$ cat config.mk
export PLATFORM = sky130hd
export DESIGN_NAME = cap_perm_check
export DESIGN_NICKNAME = d
export VERILOG_FILES = /design/src/rtl/cap_chk_pkg.sv /design/src/rtl/cap_perm_check.sv
export SDC_FILE = /design/constraint.sdc
export NUM_CORES = 1
export LEC_CHECK = 0
export ABC_AREA = 1
export CORE_AREA = 3 3 40 42
export DETAILED_ROUTE_END_ITERATION = 7
export DIE_AREA = 0 0 43 45
export RECOVER_POWER = 25
export SYNTH_ARGS = -nofsm -noshare
export SYNTH_HDL_FRONTEND = slang
export SYNTH_SLANG_ARGS = --single-unit
export TNS_END_PERCENT = 100
$ cat constraint.sdc
create_clock -name vclk -period 1.2
set_clock_uncertainty 0.05 [all_clocks]
set_input_delay 0.12 -clock vclk [all_inputs]
set_output_delay 0.12 -clock vclk [all_outputs]
set_load 0.005 [all_outputs]
$ cat src/rtl/cap_chk_pkg.sv
// Shared codes and encodings for the capability access checker.
// Assumes nothing beyond 8-bit violation codes and register numbers.
package cap_chk_pkg;

    typedef logic [7:0] exc_code_t;

    typedef enum logic [1:0] {
        KIND_INSTR = 2'd0,
        KIND_LOAD  = 2'd1,
        KIND_STORE = 2'd2,
        KIND_RSVD  = 2'd3
    } acc_kind_e;

    localparam exc_code_t EXC_NONE   = 8'h00;
    localparam exc_code_t EXC_LENGTH = 8'h01;
    localparam exc_code_t EXC_TAG    = 8'h02;
    localparam exc_code_t EXC_SEAL   = 8'h03;
    localparam exc_code_t EXC_EXEC   = 8'h11;
    localparam exc_code_t EXC_LOAD   = 8'h12;
    localparam exc_code_t EXC_STORE  = 8'h13;

    localparam logic [7:0] REG_DATA_CAP = 8'h00;
    localparam logic [7:0] REG_NONE     = 8'hFF;

endpackage

$ cat src/rtl/cap_perm_check.sv
// Tag, seal and access-kind permission tests, in priority order.
// Purely combinational. The reserved kind is checked like a store.
module cap_perm_check
    import cap_chk_pkg::*;
(
    input  logic       tag,
    input  logic       sealed,
    input  logic       perm_exec,
    input  logic       perm_load,
    input  logic       perm_store,
    input  logic [1:0] kind,
    output logic       fault,
    output exc_code_t  code
);

    // Pick the permission and the failure code that the access kind needs.
    logic      need_ok;
    exc_code_t need_code;
    always_comb begin
        case (acc_kind_e'(kind))
            KIND_INSTR: begin need_ok = perm_exec; need_code = EXC_EXEC;  end
            KIND_LOAD:  begin need_ok = perm_load; need_code = EXC_LOAD;  end
            default:    begin need_ok = perm_store; need_code = EXC_STORE; end
        endcase
    end

    // Resolve in priority order: tag, then seal, then permission.
    always_comb begin
        fault = 1'b1;
        if (!tag)          code = EXC_TAG;
        else if (sealed)   code = EXC_SEAL;
        else if (!need_ok) code = need_code;
        else begin
            fault = 1'b0;
            code  = EXC_NONE;
        end
    end

endmodule

==> results.md, run 1 <==
Final layout:
- The top cell types in the final layout, fill and taps aside, are sky130_fd_sc_hd__conb_1 (5), sky130_fd_sc_hd__dlygate4sd2_1 (5), sky130_fd_sc_hd__buf_2 (3).
- The utilization after layout is 0.186.
- From synthesis to final layout, the design area changed by 92.9%.
- The layout has ~160 filler cells.
- There are 0 flip-flops and latches.
- The number of nets in the final layout is 43.
- The layout cell share with drive strength beyond 1 is 0.471.
- Clock buffers in the final layout number 0.
- The repair_antennas step left the layout with diodes totalling 0.
- Summing all flip-flop and latch instances after layout gives 0 um^2.

STA:
- The number of setup violations in the final report is 0.
- The worst path meets setup with 0.101 ns of slack.
- Counting I/O delays and the setup requirement, the final critical path takes 1.10 ns.
- The number of pins with negative max-slew slack in the final report is 0.
- The tightest hold path in the finished design has a slack of 0.555 ns.
- The final count of hold timing violations is 0.
- Setup repair after global routing left no endpoint under its margin.
- The fmax is slightly above 900 MHz.
- The ratio of final minimum period to clock period is 0.916.

Logic synthesis:
- The netlist uses 12 different library cells.
- The top cell type by total area after synthesis is sky130_fd_sc_hd__buf_4.
- The number of warnings issued by yosys is 0.
- The fraction of synthesized cell area taken by the top area cell type is 0.303.
- For this run, the register share of the synthesized area comes to 0.
- The mean post-synth cell area is about 5.9 um^2.
- The cell area that synthesis handed to floorplanning was around 120 um^2.
- The synthesized netlist cell count is 21.
- In the post-synthesis netlist, the biggest area contributors are sky130_fd_sc_hd__buf_4 (30%), sky130_fd_sc_hd__nand3_2 (16%), sky130_fd_sc_hd__nand2_1 (9.1%), sky130_fd_sc_hd__nor3_2 (8.1%), sky130_fd_sc_hd__inv_1 (6.1%).

Worst setup path:
- The worst setup path is launched from an input pin.
- The data required time at the worst endpoint is between 1 and 1.5 ns.
- The start-to-end type of the worst setup path is input pin to primary output.
- The data arrival time of the critical path is roughly 0.93 ns.
- The endpoint class of the critical path is a primary output.
- Of all nets on the critical path, the largest fanout is 2.

Global route:
- The number of global-route vias before repair is 154.
- The overall routing resource usage is 0.0423.
- The number of antenna violations at the first check in global routing is 0.
- The overflow left after global routing is 0.
- The pin count of the biggest net entering global routing is 4.
- The first global-routing pass estimated between 600 and 700 um of wire.

Floorplanning:
- The number of placement rows is 13.
- For this configuration, the core starts out at a cell density of 0.0964.
- The total area inside the core boundary comes to about 0.0013 mm^2.
- The die height is between 40 and 50 um.
- The die outline area is about 0.0019 mm^2.
- The I/O pin count is 16.
- The die width is ~43 um.

Run:
- Max-cap violations in this run came to 0.

Power and ir drop:
- The maximum vdd ir drop is approximately 0.037 mV.
- The power per cell area is around 300 mW/mm^2.
- The total power is 0.0000713 W.
- For this design the static power due to leakage is 0.134 nW.

Hold path:
- Counting instances, the worst hold path has a depth of 3.
- The startpoint of the tightest hold check path is sealed.
- For hold timing, the worst endpoint is code[4].
- The worst min-delay path category is input pin to primary output.

Drt:
- Dividing the detail-routed via count by the number of cells gives 3.39.
- In this run, the number of DRC markers left after iteration 0 of detailed routing was 4.
- The DRC violation count after routing is 0.
- The total length of routed wires is around 400 um.
- The detailed-router iteration count before antenna repair is 3.
- The number of vias after detailed routing is 166.
- The final routed wire length divided by cell count is approximately 8.1 um.
- In this run the remaining antenna-violating nets after routing total 0.

Outcome:
- The flow ran to the end, and the final reports show no timing, DRC or antenna violations.

Placement:
- Routability-driven placement finished with a final weighted congestion of between 0.7 and 0.8.
- The post-DP HPWL is between 200 and 300 um.
- Input and output buffers added on the ports amount to 11.
- The worst slack at placement is -0.494 ns.
synthesized netlist by cell type:
library cell              number
sky130_fd_sc_hd__a21oi_1       1
sky130_fd_sc_hd__buf_4         5
sky130_fd_sc_hd__conb_1        1
sky130_fd_sc_hd__inv_1         2
sky130_fd_sc_hd__inv_2         1
sky130_fd_sc_hd__nand2_1       3
sky130_fd_sc_hd__nand2_2       1
sky130_fd_sc_hd__nand3_2       2
sky130_fd_sc_hd__nand4_1       1
sky130_fd_sc_hd__nor2_1        2
sky130_fd_sc_hd__nor3_2        1
sky130_fd_sc_hd__o21ai_1       1
power by group:
part           internal (W)  switching, W
Combinational     0.0000363     0.0000349
Sequential                0             0
Clock                     0             0
Total             0.0000363     0.0000349
metal layers:
metal  vias up  global-route usage  part of all wire
met5         -                   0                 0
met4         0                   0                 0
met3         0             0.00797              0.17
met2        12              0.0838              0.47
met1        71              0.0500              0.36
li1         83                   -                 -
cells by family (layout without fill, tap and decap cells):
group	after synthesis	in the layout	synth area share
and+or+nand+nor	10	10	0.495
buffers and inverters	8	17	0.394
AOI/OAI and AO/OA	2	2	0.0807
other	1	5	0.0303
how the worst max path moves through the flow:
stage | start | endpoint | cells past startpoint
4_1_cts | kind[0] | code[0] | 7
2_1_floorplan | kind[1] | code[1] | 4
6_report | perm_exec | code[4] | 6
3_3_place_gp | kind[1] | code[0] | 6
3_5_place_dp | kind[1] | code[1] | 6
5_1_grt | perm_exec | code[4] | 6
area by class of cell:
cell class         count  area (um^2)  area share
well taps             15         18.8      0.0785
repair buffers        14          108       0.450
inverters              3         11.3      0.0471
multi-input cells     17          101       0.424
critical path, cell delays in order:
cell and delay (ns):
sky130_fd_sc_hd__dlygate4sd2_1 0.24, sky130_fd_sc_hd__nand2_2 0.07, sky130_fd_sc_hd__nand3_2 0.10, sky130_fd_sc_hd__buf_6 0.13
sky130_fd_sc_hd__nor3_4 0.15, sky130_fd_sc_hd__buf_2 0.12
timing repair:
action                     CTS  global route
setup endpoints to repair    4             4
resized for setup           23             6
buffers inserted             2             0
pin swaps                    7             0
hold buffers                 0             0
per-stage QoR:
stage | std cells | TNS [ns] | cell area [um^2]
floorplan | 25 | 0 | 139
global placement | 47 | -1.87 | 238
detailed placement | 47 | -1.87 | 238
CTS | 49 | 0 | 236
global route | 49 | 0 | 239
finish | 49 | 0 | 239
No activity file was read; power rests on OpenSTA's default activity.
==> inputs of run 2 (changes only) <==
==> constraint.sdc (replaced) <==
create_clock -name vclk -period 1
set_clock_uncertainty 0.05 [all_clocks]
set_input_delay 0.1 -clock vclk [all_inputs]
set_output_delay 0.1 -clock vclk [all_outputs]
set_load 0.005 [all_outputs]
==> results.md, run 2 (synthesized netlist as in run 1, its figures left out) <==
Floorplanning:
- The core box area came to 0.00128 mm^2 (unchanged).
- The number of placement rows is 13 (unchanged).
- The die outline area is 0.00194 mm^2 (unchanged).
- The die height is 45 um (unchanged).
- The die width is 43 um (unchanged).
- The starting density of the core came to 0.0964 (unchanged).
- The I/O pin count is 16 (unchanged).

Power and ir drop:
- The power share of the sequential group is 0 (unchanged).
- The net switching fraction of the power came to 0.484 (-0.00646).
- The portion of total power attributed to combinational logic is 1.000 (about the same).
- The maximum vdd ir drop is 0.0468 mV (+27%).
- The net switching power of the design is 0.0000405 W (+16%).
- The clock group share of total power is 0 (unchanged).
- The internal portion of total power is 0.0000433 W (+19%).
- The power per cell area came to 356 mW/mm^2 (+19%).
- The static leakage is 0.122 nW (-9.0%).

Final layout:
- The count of clock-net buffers in the final layout came to 0 (unchanged).
- The area growth from synthesis to layout is 89.9%.
- The final design instance area without fill was 235 um^2 (-1.6%).
- The utilization after layout is 0.183 (-0.00292).
- The number of nets in the final layout is 43 (unchanged).
- The number of flip-flops and latches is 0 (unchanged).
- The total area of multi-input combinational cells is 101 um^2 (unchanged).
- The layout cell share with drive strength beyond 1 was 0.559 (+0.0882).
- The most common cell after layout, fill and taps aside is sky130_fd_sc_hd__conb_1.
- The filler cell count in the final layout was 162 (-0.61%).
- The sequential standard cell area came to 0 um^2 (unchanged).
- Leaving out fill and tap cells, the most frequent cells in the layout are sky130_fd_sc_hd__conb_1 (5), sky130_fd_sc_hd__buf_2 (4).
- The antenna diode instance count is 0 (unchanged).

Placement:
- The number of buffer cells added on primary ports is 11 (unchanged).
- The instance area at placement is 238 um^2 (unchanged).
- The global placer's final weighted congestion was 0.722 (-0.76%).
- The worst slack at placement is -0.654 ns (-0.161 ns).
- The post-DP HPWL is 266 um (-3.3%).

Worst setup path:
- The worst setup path is captured at a primary output.
- The data required time at the worst endpoint was 0.85 ns (-0.18 ns).
- The start-to-end type of the worst setup path is input pin to primary output.
- The maximum fanout along the worst path came to 2 (unchanged).
- The data arrival time of the critical path was 0.79 ns (-0.14 ns).
- STA classifies the critical path startpoint as an input pin.

Drt:
- The total length of routed wires is 329 um (-17%).
- The detailed-router iteration count before antenna repair is 1 (-2).
- The number of vias after detailed routing was 162 (-2.4%).
- The number of DRC markers in iteration 0 is 0 (-4).
- The DRC violation count after routing came to 0 (unchanged).
- The final antenna-violating net count is 0 (unchanged).
- The average vias per placed instance is 3.31 (-2.4%).
- The final routed wire length divided by cell count was 6.71 um (-17%).

Global route:
- The overall routing resource usage is 0.0282 (-0.0141).
- The number of global-route vias before repair is 106 (-31%).
- The wire length of the first global-routing pass is 441 um (-33%).
- The pin count of the biggest net entering global routing was 4 (unchanged).
- The number of antenna violations at the first check in global routing came to 0 (unchanged).
- The overflow left after global routing is 0 (unchanged).

STA:
- The routed design could run at a clock period as short as around 0.94 ns.
- In the finished design, the share of the clock period the worst path needs comes to 0.944.
- The final count of hold timing violations came to 0 (unchanged).
- The number of setup violations in the final report is 0 (unchanged).
- The final total negative setup slack is 0 ns (unchanged).
- Setup repair after global routing left no endpoint under its margin.
- The number of pins with negative max-slew slack in the final report came to 0 (unchanged).
- The fmax is 1060 MHz.
- The final setup slack of the worst path was 0.0556 ns (-0.0452 ns).
- The final hold slack is 0.550 ns (-0.00536 ns).

Run:
- The count of maximum capacitance violations is 0 (unchanged).

Hold path:
- The min-delay analysis places its worst path in the category input pin to primary output.

Outcome:
- The flow ran to the end, and the final reports show no timing, DRC or antenna violations.
-- run 2: layout make-up --
type	instances	share of cell area
Tap cell	15	0.0798
Inverter	3	0.0479
Timing Repair Buffer	14	0.441
Multi-Input combinational cell	17	0.431
-- run 2: worst paths after layout --
path  endpoint  depth (start not counted)  startpoint
min    code[0]                          5  perm_store
max    code[1]                          6   perm_load
-- run 2: layer usage --
metal	vias to the layer above	global-route usage	wire length, um
met2	12	0.0479	139
met4	0	0	0
met5	-	0	0
met3	0	0	61
met1	66	0.0429	128
li1	84	-	-
-- run 2: power groups by stage --
stage	logic (W)	registers, W	clock network [W]
final	0.0000838	0	0
after global routing	0.0000929	0	0
after CTS	0.0000823	0	0
after detailed placement	0.0000856	0	0
after global placement	0.0000850	0	0
after floorplan	0.0000447	0	0
-- run 2: what timing repair did --
action,CTS,global route
setup endpoints to repair,4,2
setup buffers,2,0
pin swaps,9,2
gates resized for setup,35,3
hold buffers,0,0
-- run 2: metrics by stage --
| step | total power [W] | instances |
|---|---|---|
| 2_1_floorplan | 0.0000447 | 25 |
| 3_5_place_dp | 0.0000856 | 47 |
| 6_report | 0.0000838 | 49 |
| 4_1_cts | 0.0000823 | 49 |
| 3_3_place_gp | 0.0000850 | 47 |
| 5_1_grt | 0.0000929 | 49 |
-- run 2: critical path, cell delays in order --
cell	delay, ns
sky130_fd_sc_hd__clkdlybuf4s15_1	0.18
sky130_fd_sc_hd__nand3_2	0.07
sky130_fd_sc_hd__nand3_2	0.09
sky130_fd_sc_hd__buf_6	0.13
sky130_fd_sc_hd__o21ai_2	0.11
sky130_fd_sc_hd__buf_2	0.12
==> inputs of run 3 (changes only) <==
--- a/config.mk
+++ b/config.mk
@@ -9,7 +9,7 @@
 export CORE_AREA = 3 3 40 42
 export DETAILED_ROUTE_END_ITERATION = 7
 export DIE_AREA = 0 0 43 45
-export RECOVER_POWER = 25
+export SLEW_MARGIN = 40
 export SYNTH_ARGS = -nofsm -noshare
 export SYNTH_HDL_FRONTEND = slang
 export SYNTH_SLANG_ARGS = --single-unit
==> constraint.sdc (replaced) <==
create_clock -name vclk -period 0.96
set_clock_uncertainty 0.05 [all_clocks]
set_input_delay 0.096 -clock vclk [all_inputs]
set_output_delay 0.096 -clock vclk [all_outputs]
set_load 0.005 [all_outputs]
==> results.md, run 3 (synthesized netlist as in run 1, its figures left out) <==
Drt:
- The final routed wire length divided by cell count is 7.15 um (+6.4%).
- The detailed-router iteration count before antenna repair is 1 (unchanged).
- The number of vias after detailed routing came to 151 (-6.8%).
- The number of DRC markers in iteration 0 is 0 (unchanged).
- The average vias per placed instance is 3.15 (-4.8%).
- The DRC violation count after routing is 0 (unchanged).
- The total length of routed wires is 343 um (+4.3%).
- The final antenna-violating net count was 0 (unchanged).

STA:
- The final hold slack is 0.548 ns (-0.00226 ns).
- Setup repair after global routing could not meet its margin everywhere.
- The final setup slack of the worst path is 0.0353 ns (-0.0203 ns).
- The ratio of final minimum period to clock period is 0.963.
- The number of pins with negative max-slew slack in the final report is 0 (unchanged).
- For this run, the top clock speed supported by timing is 1080 MHz.
- The final critical delay including setup and external delays is around 0.92 ns.
- The final count of hold timing violations was 0 (unchanged).
- The number of setup violations in the final report is 0 (unchanged).

Floorplanning:
- The starting density of the core is 0.0964 (unchanged).
- The die width is 43 um (unchanged).
- The number of placement rows is 13 (unchanged).
- The I/O pin count is 16 (unchanged).
- The core box area came to 0.00128 mm^2 (unchanged).
- The die height was 45 um (unchanged).
- The die outline area is 0.00194 mm^2 (unchanged).

Run:
- The count of maximum capacitance violations is 0 (unchanged).

Clocking:
- The number of buffers inserted by hold repair at cts is 0 (unchanged).

Global route:
- The number of antenna violations at the first check in global routing came to 0 (unchanged).
- The wire length of the first global-routing pass came to 455 um (+3.2%).
- The pin count of the biggest net entering global routing was 4 (unchanged).
- The number of global-route vias before repair is 108 (+1.9%).
- The overall routing resource usage is 0.0290 (+0.000829).
- The overflow left after global routing is 0 (unchanged).

Power and ir drop:
- The static leakage is 0.127 nW (+4.3%).
- The maximum vdd ir drop is 0.0568 mV (+21%).
- The power per cell area is 385 mW/mm^2 (+8.0%).

Final layout:
- The sequential standard cell area is 0 um^2 (unchanged).
- The count of clock-net buffers in the final layout came to 0 (unchanged).
- The layout cell share with drive strength beyond 1 is 0.636 (+0.0775).
- The number of flip-flops and latches came to 0 (unchanged).
- The final cell count without fillers is 48 (-2.0%).
- The library cell used most frequently in the layout, excluding fill and tap cells, is sky130_fd_sc_hd__conb_1.
- The number of nets in the final layout came to 42 (-2.3%).
- The growth of design area from synthesis to finish is 97.0%.
- The total area of multi-input combinational cells is 106 um^2 (+4.9%).
- The filler cell count in the final layout is 156 (-3.7%).
- Leaving out fill and tap cells, the most frequent cells in the layout are sky130_fd_sc_hd__conb_1 (5), sky130_fd_sc_hd__clkbuf_2 (3), sky130_fd_sc_hd__buf_2 (3).
- The antenna diode instance count was 0 (unchanged).

Outcome:
- The flow ran to the end, and the final reports show no timing, DRC or antenna violations.

Worst setup path:
- The type of origin of the critical path is an input pin.
- The maximum fanout along the worst path is 3 (+1).
- The critical path in this run is classified as input pin to primary output.
- The endpoint class of the critical path is a primary output.
- The data arrival time of the critical path is 0.78 ns (about the same).
- The data required time at the worst endpoint is 0.81 ns (-0.04 ns).

Placement:
- The post-DP HPWL was 272 um (+2.4%).
- The number of buffer cells added on primary ports was 11 (unchanged).
- The placed cell count was 47 (unchanged).
- The global placer's final weighted congestion came to 0.708 (-2.0%).
- The worst slack at placement is -0.697 ns (-0.0430 ns).

Hold path:
- The worst min-delay path category is input pin to primary output.
-- run 3: repair_timing --
action | in CTS | in global routing
setup endpoints to repair | 4 | 3
pin swaps | 9 | 5
gates resized for setup | 36 | 11
buffers inserted | 1 | 0
endpoints found under the hold margin | 0 | 0
-- run 3: final cells by class --
type | instances | share of cell area
well taps | 15 | 0.0769
multi-input cells | 17 | 0.436
inverters | 3 | 0.0462
repair buffers | 13 | 0.441
-- run 3: worst max-delay path, stage by stage --
cell and delay (ns):
sky130_fd_sc_hd__buf_8 0.08, sky130_fd_sc_hd__inv_2 0.03, sky130_fd_sc_hd__nand3_2 0.06, sky130_fd_sc_hd__nand3_2 0.10
sky130_fd_sc_hd__buf_6 0.13, sky130_fd_sc_hd__nor3_2 0.15, sky130_fd_sc_hd__buf_2 0.13
-- run 3: power breakdown --
group          switching (W)   total, W  internal [W]
clock network              0          0             0
registers                  0          0             0
logic              0.0000433  0.0000939     0.0000505
-- run 3: routing by layer --
layer  wire length, um  GRT usage  vias to the layer above
li1                  -          -                       81
met1               134     0.0381                       58
met2               136     0.0539                       12
met3                72    0.00398                        0
met4                 0          0                        0
met5                 0          0                        -
-- run 3: final timing paths --
| check | start | to | slack (ns) | cells after the start |
|---|---|---|---|---|
| worst max-delay path | kind[1] | code[4] | 0.04 | 7 |
| worst min-delay path | kind[0] | code[0] | 0.55 | 5 |
-- run 3: per-stage QoR --
step,TNS [ns],cell area [um^2],power (W),utilization
after global routing,-0.0289,244,0.000104,0.190
final,0,244,0.0000939,0.190
after floorplan,0,139,0.0000465,-
after global placement,-2.62,238,0.0000888,0.185
after CTS,0,233,0.0000854,0.181
after detailed placement,-2.64,238,0.0000894,0.185
